**config.mk**
```make
export PLATFORM = sky130hd
export DESIGN_NAME = pad_route_mux
export DESIGN_NICKNAME = d
export VERILOG_FILES = /design/src/rtl/pad_route_pkg.sv /design/src/rtl/prw_sel_decode.sv /design/src/rtl/prw_out_gather.sv /design/src/rtl/prw_in_scatter.sv /design/src/rtl/pad_route_mux.sv
export SDC_FILE = /design/constraint.sdc
export NUM_CORES = 1
export LEC_CHECK = 0
export ABC_AREA = 1
export CAP_MARGIN = 20
export CORE_AREA = 10 10 47 49
export DETAILED_ROUTE_END_ITERATION = 8
export DIE_AREA = 0 0 57 59
export GPL_ROUTABILITY_DRIVEN = 1
export PLACE_DENSITY = 0.57
export SYNTH_ARGS = -nofsm -noshare
export SYNTH_HDL_FRONTEND = slang
export SYNTH_HIERARCHICAL = 1
export SYNTH_SLANG_ARGS = --single-unit
```
**constraint.sdc**
```tcl
create_clock -name vclk -period 1.5
set_input_delay 0.3 -clock vclk [all_inputs]
set_output_delay 0.3 -clock vclk [all_outputs]
set_load 0.005 [all_outputs]
```
**src/rtl/pad_route_pkg.sv**
```systemverilog
package pad_route_pkg;

   // Select width for n ports: ceil(log2(n)), never below one bit.
   function automatic int sel_width(input int n);
      return (n <= 2) ? 1 : $clog2(n);
   endfunction

endpackage

```
**src/rtl/prw_sel_decode.sv**
```systemverilog
module prw_sel_decode #(
   parameter int N     = 5,
   parameter int SEL_W = 3
) (
   input  logic [SEL_W-1:0] sel,
   output logic [N-1:0]     onehot,
   output logic             in_range
);

   localparam int CODES = 1 << SEL_W;

   if (N < 2) begin : g_bad_n
      $error("prw_sel_decode: N must be at least 2");
   end
   if (CODES < N) begin : g_bad_w
      $error("prw_sel_decode: SEL_W too narrow for N");
   end

   // A fully populated code space needs no range compare.
   if (CODES == N) begin : g_full
      assign in_range = 1'b1;
   end else begin : g_ranged
      assign in_range = (int'(sel) < N);
   end

   for (genvar k = 0; k < N; k++) begin : g_dec
      assign onehot[k] = (sel == SEL_W'(k));
   end

   always_comb begin
      assert_onehot_R7: assert ($onehot0(onehot))
         else $error("decoder selected more than one port");
      if (!in_range) begin
         assert_no_pick_R6: assert (onehot == '0)
            else $error("out-of-range select picked a port");
      end
   end

endmodule

```
**src/rtl/prw_out_gather.sv**
```systemverilog
module prw_out_gather #(
   parameter int N = 5
) (
   input  logic [N-1:0] onehot,
   input  logic [N-1:0] periph_out,
   input  logic [N-1:0] periph_drv_en,
   output logic         pad_out,
   output logic         pad_drv_en
);

   // AND-OR gather: an all-zero one-hot yields an idle pad.
   assign pad_out    = |(periph_out    & onehot);
   assign pad_drv_en = |(periph_drv_en & onehot);

endmodule

```
**src/rtl/prw_in_scatter.sv**
```systemverilog
module prw_in_scatter #(
   parameter int N = 5
) (
   input  logic [N-1:0] onehot,
   input  logic         pad_in,
   output logic [N-1:0] periph_in
);

   for (genvar k = 0; k < N; k++) begin : g_port
      assign periph_in[k] = onehot[k] & pad_in;
   end

endmodule

```
**src/rtl/pad_route_mux.sv**
```systemverilog
module pad_route_mux
   import pad_route_pkg::*;
#(
   parameter  int NUM_PORTS = 5,
   localparam int SEL_W     = sel_width(NUM_PORTS)
) (
   input  logic [SEL_W-1:0]     sel,
   input  logic [NUM_PORTS-1:0] periph_out,
   input  logic [NUM_PORTS-1:0] periph_drv_en,
   output logic [NUM_PORTS-1:0] periph_in,
   input  logic                 pad_in,
   output logic                 pad_out,
   output logic                 pad_drv_en
);

   if (NUM_PORTS < 2) begin : g_bad_ports
      $error("pad_route_mux: NUM_PORTS must be at least 2");
   end

   logic [NUM_PORTS-1:0] onehot;
   logic                 in_range;

   prw_sel_decode #(.N(NUM_PORTS), .SEL_W(SEL_W)) u_dec (
      .sel      (sel),
      .onehot   (onehot),
      .in_range (in_range)
   );

   prw_out_gather #(.N(NUM_PORTS)) u_out (
      .onehot        (onehot),
      .periph_out    (periph_out),
      .periph_drv_en (periph_drv_en),
      .pad_out       (pad_out),
      .pad_drv_en    (pad_drv_en)
   );

   prw_in_scatter #(.N(NUM_PORTS)) u_in (
      .onehot    (onehot),
      .pad_in    (pad_in),
      .periph_in (periph_in)
   );

   always_comb begin
      for (int k = 0; k < NUM_PORTS; k++) begin
         if (int'(sel) == k) begin
            assert_pad_out_R1: assert (pad_out == periph_out[k])
               else $error("pad_out does not follow the selected port");
            assert_pad_en_R2: assert (pad_drv_en == periph_drv_en[k])
               else $error("pad_drv_en does not follow the selected port");
            assert_sel_in_R3: assert (periph_in[k] == pad_in)
               else $error("selected port does not see pad_in");
         end else begin
            assert_unsel_zero_R4: assert (periph_in[k] == 1'b0)
               else $error("unselected port sees a nonzero input");
         end
      end
      if (int'(sel) >= NUM_PORTS) begin
         assert_idle_pad_R6: assert (!pad_out && !pad_drv_en && periph_in == '0)
            else $error("out-of-range select left the pad active");
      end
      assert_single_in_R7: assert ($countones(periph_in) <= 1)
         else $error("several ports receive at once");
   end

endmodule

```
[Yosys cells after proc, flatten, opt, wreduce, memory -nomap -nowiden]
Index checks and enable logic that the tools add are counted.
Storage, ports and cells
  logic and storage cells: 14
  register bits: 0
  input port bits: 14
  output and inout bits: 7
Operators by class
  equal/unequal tests: 4
  reduce and logical (&&, ||, !) cells: 3
  bitwise gates (word level): 7
Operator list (count)
  bitwise AND 5 bit: 2
  OR reduction 5 bit: 2
  equality test 3 x 2 -> 1 bit, second input constant: 2
  bitwise AND 1 bit: 5
  equality test 3 x 1 -> 1 bit, second input constant: 1
  equality test 3 bit, second input constant: 1
  zero test 3 bit: 1

[Longest topological paths before layout]
Gate-level depths: netlist (run 1).
  word-level depth: 3
  gate-level depth with buffers: 7
  gate-level depth less buffers: 7

[Modules after synthesis]
The synthesis (run 1) kept the hierarchy.
Modules (own cells, without submodules)
  prw_out_gather: area each 82.6 µm², times used 1, sequential area each 0.0 µm², cells each 22
  prw_sel_decode: area each 47.5 µm², times used 1, sequential area each 0.0 µm², cells each 12
  prw_in_scatter: area each 37.5 µm², times used 1, sequential area each 0.0 µm², cells each 10

[Least setup slack after synthesis (run 1)]
No wires, ideal clock.
  kind: in2out
  start: in sel[1]
  end: out pad_out
  cell stages on the path: 7
  data required time: 1.200 ns
  buffers on the path: 0
  arrival: 0.762 ns
  path slack: 0.438 ns
  cell sequence: inv_1 -> nand2_2 -> nor2_1 -> nand2_1 -> nand2_1 -> inv_1 -> nand2_1
On the way
  cells in the longest elaborated chain, start to end: 3
  elaborated cells on any way between the ends: 7
  classes of those cells: eq/ne: 4; bitwise: 1; reduce/logical: 2
Ends and longest elaborated chain
  from (decl): line pad_route_mux.sv:7  | input logic [SEL_W-1:0] sel,
  zero test 3 bit: line prw_sel_decode.sv:27  | assign onehot[k] = (sel == SEL_W'(k));
  named net onehot[0]: line pad_route_mux.sv:20  | logic [NUM_PORTS-1:0] onehot;
  bitwise AND 5 bit: line prw_out_gather.sv:12  | assign pad_out = |(periph_out & onehot);
  OR reduction 5 bit: line prw_out_gather.sv:12
  to (decl): line pad_route_mux.sv:12  | output logic pad_out,
The timed path passes the listed nets, and every way through them passes these cells.

[Worst setup path after layout (run 1)]
  start: in sel[1]
  end: out pad_out
On the way
  cells in the longest elaborated chain, start to end: 3
  elaborated cells on any way between the ends: 7
  classes of those cells: eq/ne: 4; bitwise: 1; reduce/logical: 2
Ends and longest elaborated chain (line)
  equality test 3 x 1 -> 1 bit: prw_sel_decode.sv:27
  named net onehot[1]: pad_route_mux.sv:20
  bitwise AND 5 bit: prw_out_gather.sv:12
  OR reduction 5 bit: prw_out_gather.sv:12
The timed path passes the listed nets, and every way through them passes these cells.

==> flow_summary.json, run 1 <==
{
  "status": "finished, final reports clean",
  "place_area_sq_um": 394.1,
  "combinationalPowerShare_pct": 100.0,
  "grt_max_degree": 6,
  "critical-path-top-cell-by-count": "nand2_1",
  "timing.final.crit_period_ps": 1444,
  "layout.area.seq_sq_um": 0,
  "worstMarginPinSlew_ps": 159.5,
  "final_core_utilization_pct": 33.84,
  "area_enclosed_by_the_die_boundary_sq_mm": 0.003363,
  "cap_violations": 0,
  "yosys_warnings": 6,
  "fraction_of_power_consumed_by_sequential_logic_pct": 0,
  "netSwitchingPower_uw": 41.30,
  "first_global_vias": 291,
  "arrival_ps": 1140,
  "crit_path_top_delay_cell": "buf_4",
  "initialDrtViolationCount": 1,
  "grtUsageTotal_pct": 4.278,
  "hp-class": "input port to output pin",
  "timing.fmax_ghz": 0.6926,
  "power.ir.vdd_worst_mv": 0.04897,
  "drive_gt1_share_pct": 31.43,
  "routed_wirelength_microns": 824,
  "fp.dieH_microns": 59,
  "global_route.overflow_total": 0,
  "final_net_count": 86,
  "io_buffer_count": 21,
  "synth.avg_cell_area_sq_um": 3.812,
  "timing.final.setup_violations": 0,
  "path_delay_family": "buffers and inverters",
  "via_count": 307,
  "antenna_violations_before_repair": 0,
  "fin_hold_ws_ps": 1067,
  "num_rows": 14,
  "slew_headroom_pct": 89.37,
  "setup_total_negative_slack_ps": 0,
  "fp.coreArea_sq_mm": 0.001401,
  "n_clock_buffer": 0,
  "post_drt_via_cell_ratio": 3.570,
  "cts.hold.buffers_added": 0,
  "seq_cell_count": 0,
  "dpl.hpwl_microns": 663.8,
  "crit_path_cell_trace": "buf_6 -> inv_4 -> nand2_2 -> nor2_2 -> buf_4 -> buf_4 -> nand2_1 -> nand2_1 -> nor2_1 -> nand2_1 -> buf_2",
  "flow.area_growth_from_synthesis_pct": 189.3,
  "power_switching_share_pct": 41.64,
  "fin_crit_sh_pct": 96.26,
  "netlist_instances": 43,
  "drcViolationCount": 0,
  "antenna_violating_nets_remaining": 0,
  "crit_required_ps": 1200,
  "drtPass1Iterations": 2,
  "power_density_mw_per_mm2": 209.2,
  "die_w_microns": 57,
  "crit_path_max_fanout": 2,
  "p_int_uw": 57.89,
  "worstPathBufferInverterCount": 5,
  "maxSlewViolCount": 0,
  "finish.instance_area_sq_um": 474.2,
  "clock_power_share_pct": 0,
  "finalWeightedCongestion": 0.6844,
  "critical_path_sink_type": "output pin",
  "synth.cell_area_sq_um": 163.9,
  "grt_first_pass_wirelength_mm": 1.242,
  "antennaDiodeCount": 0,
  "synthesis.nets": 57,
  "hold_viol": 0,
  "startpoint_class": "input port",
  "critical-path-max-stage-delay_ps": 130,
  "routedWlPerCell_microns": 9.581,
  "grt_setup_unrepaired": "true",
  "number_of_ports_placed_on_the_die_boundary": 21,
  "initial_core_util_pct": 11.70,
  "setup_cp_type": "input port to output pin",
  "power_leakage_uw": 0.0003170
}
==> per-layer routing <==
metal	track usage, %	wire (microns)
met1	4.157	281
met2	8.992	473
met3	1.288	69
met4	0	0
met5	0	0
==> per-stage QoR <==
step,setup WS [ps],total power (uW),cells
2_1_floorplan,447.6,23.33,43
3_3_place_gp,-609.9,84.14,80
3_5_place_dp,-623.3,84.66,80
4_1_cts,-120.8,94.15,84
5_1_grt,-25.14,109.4,86
6_report,56.11,99.19,86
==> path summary, 6_finish.rpt <==
path / startpoint / slack (ps) / end / cells after the start
max: sel[1] / 60 / pad_out / 11
min: sel[1] / 1070 / periph_in[4] / 7
==> area by class of cell <==
type               instances  area (sq um)
fillers                  162         927.1
repair buffers            27         237.7
multi-input cells         31         166.4
inverters                 12         50.05
well taps                 16         20.02
==> layout by cell type, fill, tap and decap left out, drive strengths merged <==
master          n
buf             9
clkbuf          2
clkdlybuf4s50  10
inv            12
dlymetal6s2s    1
dlygate4sd2     5
nand2          24
nor2            7
==> what timing repair did <==
action	4_1_cts	5_1_grt
endpoints found under the setup margin	7	3
setup buffers	4	2
gates resized for setup	35	10
pin swaps	3	6
==> power groups by stage <==
stage               combinational [uW]  sequential, uW  clock [uW]
CTS                               94.1               0           0
finish                            99.2               0           0
global placement                  84.1               0           0
floorplan                         23.3               0           0
global route                       109               0           0
detailed placement                84.7               0           0
Note: power is estimated with default switching activity, not from simulation.
==> run 2, diff against run 1 <==
==> constraint.sdc (replaced) <==
create_clock -name vclk -period 1.75
set_input_delay 0.35 -clock vclk [all_inputs]
set_output_delay 0.35 -clock vclk [all_outputs]
set_load 0.005 [all_outputs]
==> run 2 against run 1 <==
Design area shrank 2.4%. Global-route usage decreased by 0.30 points. Critical path depth shrank 1. Clock-buffer cell count unchanged. Routed wire length shrank 8.9%. Via count decreased by 2.0%. Final cell count shrank 1.2%. Sequential share of layout area unchanged. Total power shrank 20%. Largest power group unchanged.
==> flow_summary.json, run 2 (same netlist as run 1, synthesis figures left out) <==
{
  "layout.cells.most_common_list": "nand2_1, clkdlybuf4s50_1, inv_1, dlygate4sd2_1, buf_4",
  "maxSlewViolCount": 0,
  "fp.coreArea_sq_mm": 0.001401,
  "timing.final.crit_period_ps": 1674,
  "crit_required_ps": 1400,
  "cap_violations": 0,
  "crit_path_top_delay_cell": "dlygate4sd2_1",
  "startpoint_class": "input port",
  "power_leakage_uw": 0.0003189,
  "fp.dieH_microns": 59,
  "flow.area_growth_from_synthesis_pct": 182.4,
  "setup_cp_type": "input port to output pin",
  "hold_viol": 0,
  "critical_path_sink_type": "output pin",
  "timing.fmax_ghz": 0.5973,
  "post_drt_via_cell_ratio": 3.541,
  "drcViolationCount": 0,
  "place_area_sq_um": 394.1,
  "routed_wirelength_microns": 751,
  "power_density_mw_per_mm2": 172.4,
  "cts.hold.buffers_added": 0,
  "antenna_violations_before_repair": 0,
  "layout.area.seq_sq_um": 0,
  "power.ir.vdd_worst_mv": 0.03963,
  "via_count": 301,
  "grt_setup_unrepaired": "true",
  "status": "finished, final reports clean",
  "arrival_ps": 1320,
  "drive_gt1_share_pct": 27.54,
  "global_route.overflow_total": 0,
  "dpl.hpwl_microns": 661.4,
  "critical-path-max-stage-delay_ps": 260,
  "drtPass1Iterations": 2,
  "finalWeightedCongestion": 0.6700,
  "post_layout_total_power_uw": 79.80,
  "num_rows": 14,
  "critical-path-top-cell-by-count": "nand2_1",
  "antenna_violating_nets_remaining": 0,
  "antennaDiodeCount": 0,
  "grt_first_pass_wirelength_mm": 1.200,
  "timing.final.setup_violations": 0,
  "grt_max_degree": 6,
  "number_of_ports_placed_on_the_die_boundary": 21,
  "die_w_microns": 57,
  "crit_path_cell_trace": "clkdlybuf4s15_2 -> inv_2 -> nand2_1 -> nor2_2 -> buf_4 -> nand2_1 -> nand2_1 -> nor2_1 -> nand2_1 -> dlygate4sd2_1",
  "hp-class": "input port to output pin",
  "grtUsageTotal_pct": 3.978,
  "final_net_count": 85,
  "slew_headroom_pct": 89.96,
  "seq_cell_count": 0,
  "io_buffer_count": 21,
  "mostFrequentLayoutCell": "nand2_1",
  "crit_path_max_fanout": 2,
  "initial_core_util_pct": 11.70,
  "first_global_vias": 318,
  "finish.instance_area_sq_um": 462.9,
  "worstMarginPinSlew_ps": 150.6,
  "n_clock_buffer": 0,
  "initialDrtViolationCount": 1,
  "fin_crit_sh_pct": 95.67,
  "area_enclosed_by_the_die_boundary_sq_mm": 0.003363,
  "routedWlPerCell_microns": 8.835
}
run 2: cell types whose count changed in the layout (fill, tap and decap cells not counted), sizes merged:
| cell | before | now |
|---|---|---|
| buf | 9 | 6 |
| clkbuf | 2 | 1 |
| dlymetal6s2s | 1 | 2 |
| clkdlybuf4s15 | 0 | 2 |
run 2: path summary, 6_finish.rpt:
| path | from | to | slack, ps | cells past startpoint |
|---|---|---|---|---|
| setup / recovery | sel[1] | pad_drv_en | 80 | 10 |
| hold / removal | sel[2] | pad_out | 1180 | 7 |
run 2: power breakdown:
group / internal [uW] / total (uW) / switching (uW)
Sequential: 0 / 0 / 0
Combinational: 47.5 / 79.8 / 32.3
Clock: 0 / 0 / 0
run 2: worst max-delay path: cells and delay by family:
kind | cells | cell delay [ps]
AND/OR/NAND/NOR | 6 | 340
buffers and inverters | 4 | 630
run 2: layout make-up:
class | count | area (sq um)
multi-input combinational | 31 | 158.9
tap | 16 | 20.02
fill | 166 | 938.4
inverter | 12 | 45.04
timing repair buffer | 26 | 239.0
run 2: routing by layer:
layer	vias to the layer above	share of wire [%]	global-route usage, %	wire length [microns]
met1	121	33	3.448	246
met4	0	0	0	0
met5	-	0	0	0
met2	10	56	8.682	417
met3	0	12	1.502	87
li1	170	-	-	-
run 2: repair_timing:
action / in CTS / in global routing
endpoints found under the hold margin: 0 / 0
gates resized for setup: 29 / 3
pin swaps: 4 / 1
setup endpoints to repair: 7 / 3
buffers inserted: 4 / 1
run 2: through the flow:
step | std cells | setup TNS, ps | setup WS (ps) | utilization [%] | hold WS [ps]
floorplan | 43 | 0 | 597.6 | - | 772.1
global placement | 80 | -2602 | -465.7 | 28.13 | 1734
detailed placement | 80 | -2658 | -466.3 | 28.13 | 1727
CTS | 84 | 0 | 14.71 | 32.50 | 1246
global route | 85 | -19.22 | -19.22 | 33.04 | 1245
finish | 85 | 0 | 75.78 | 33.04 | 1181
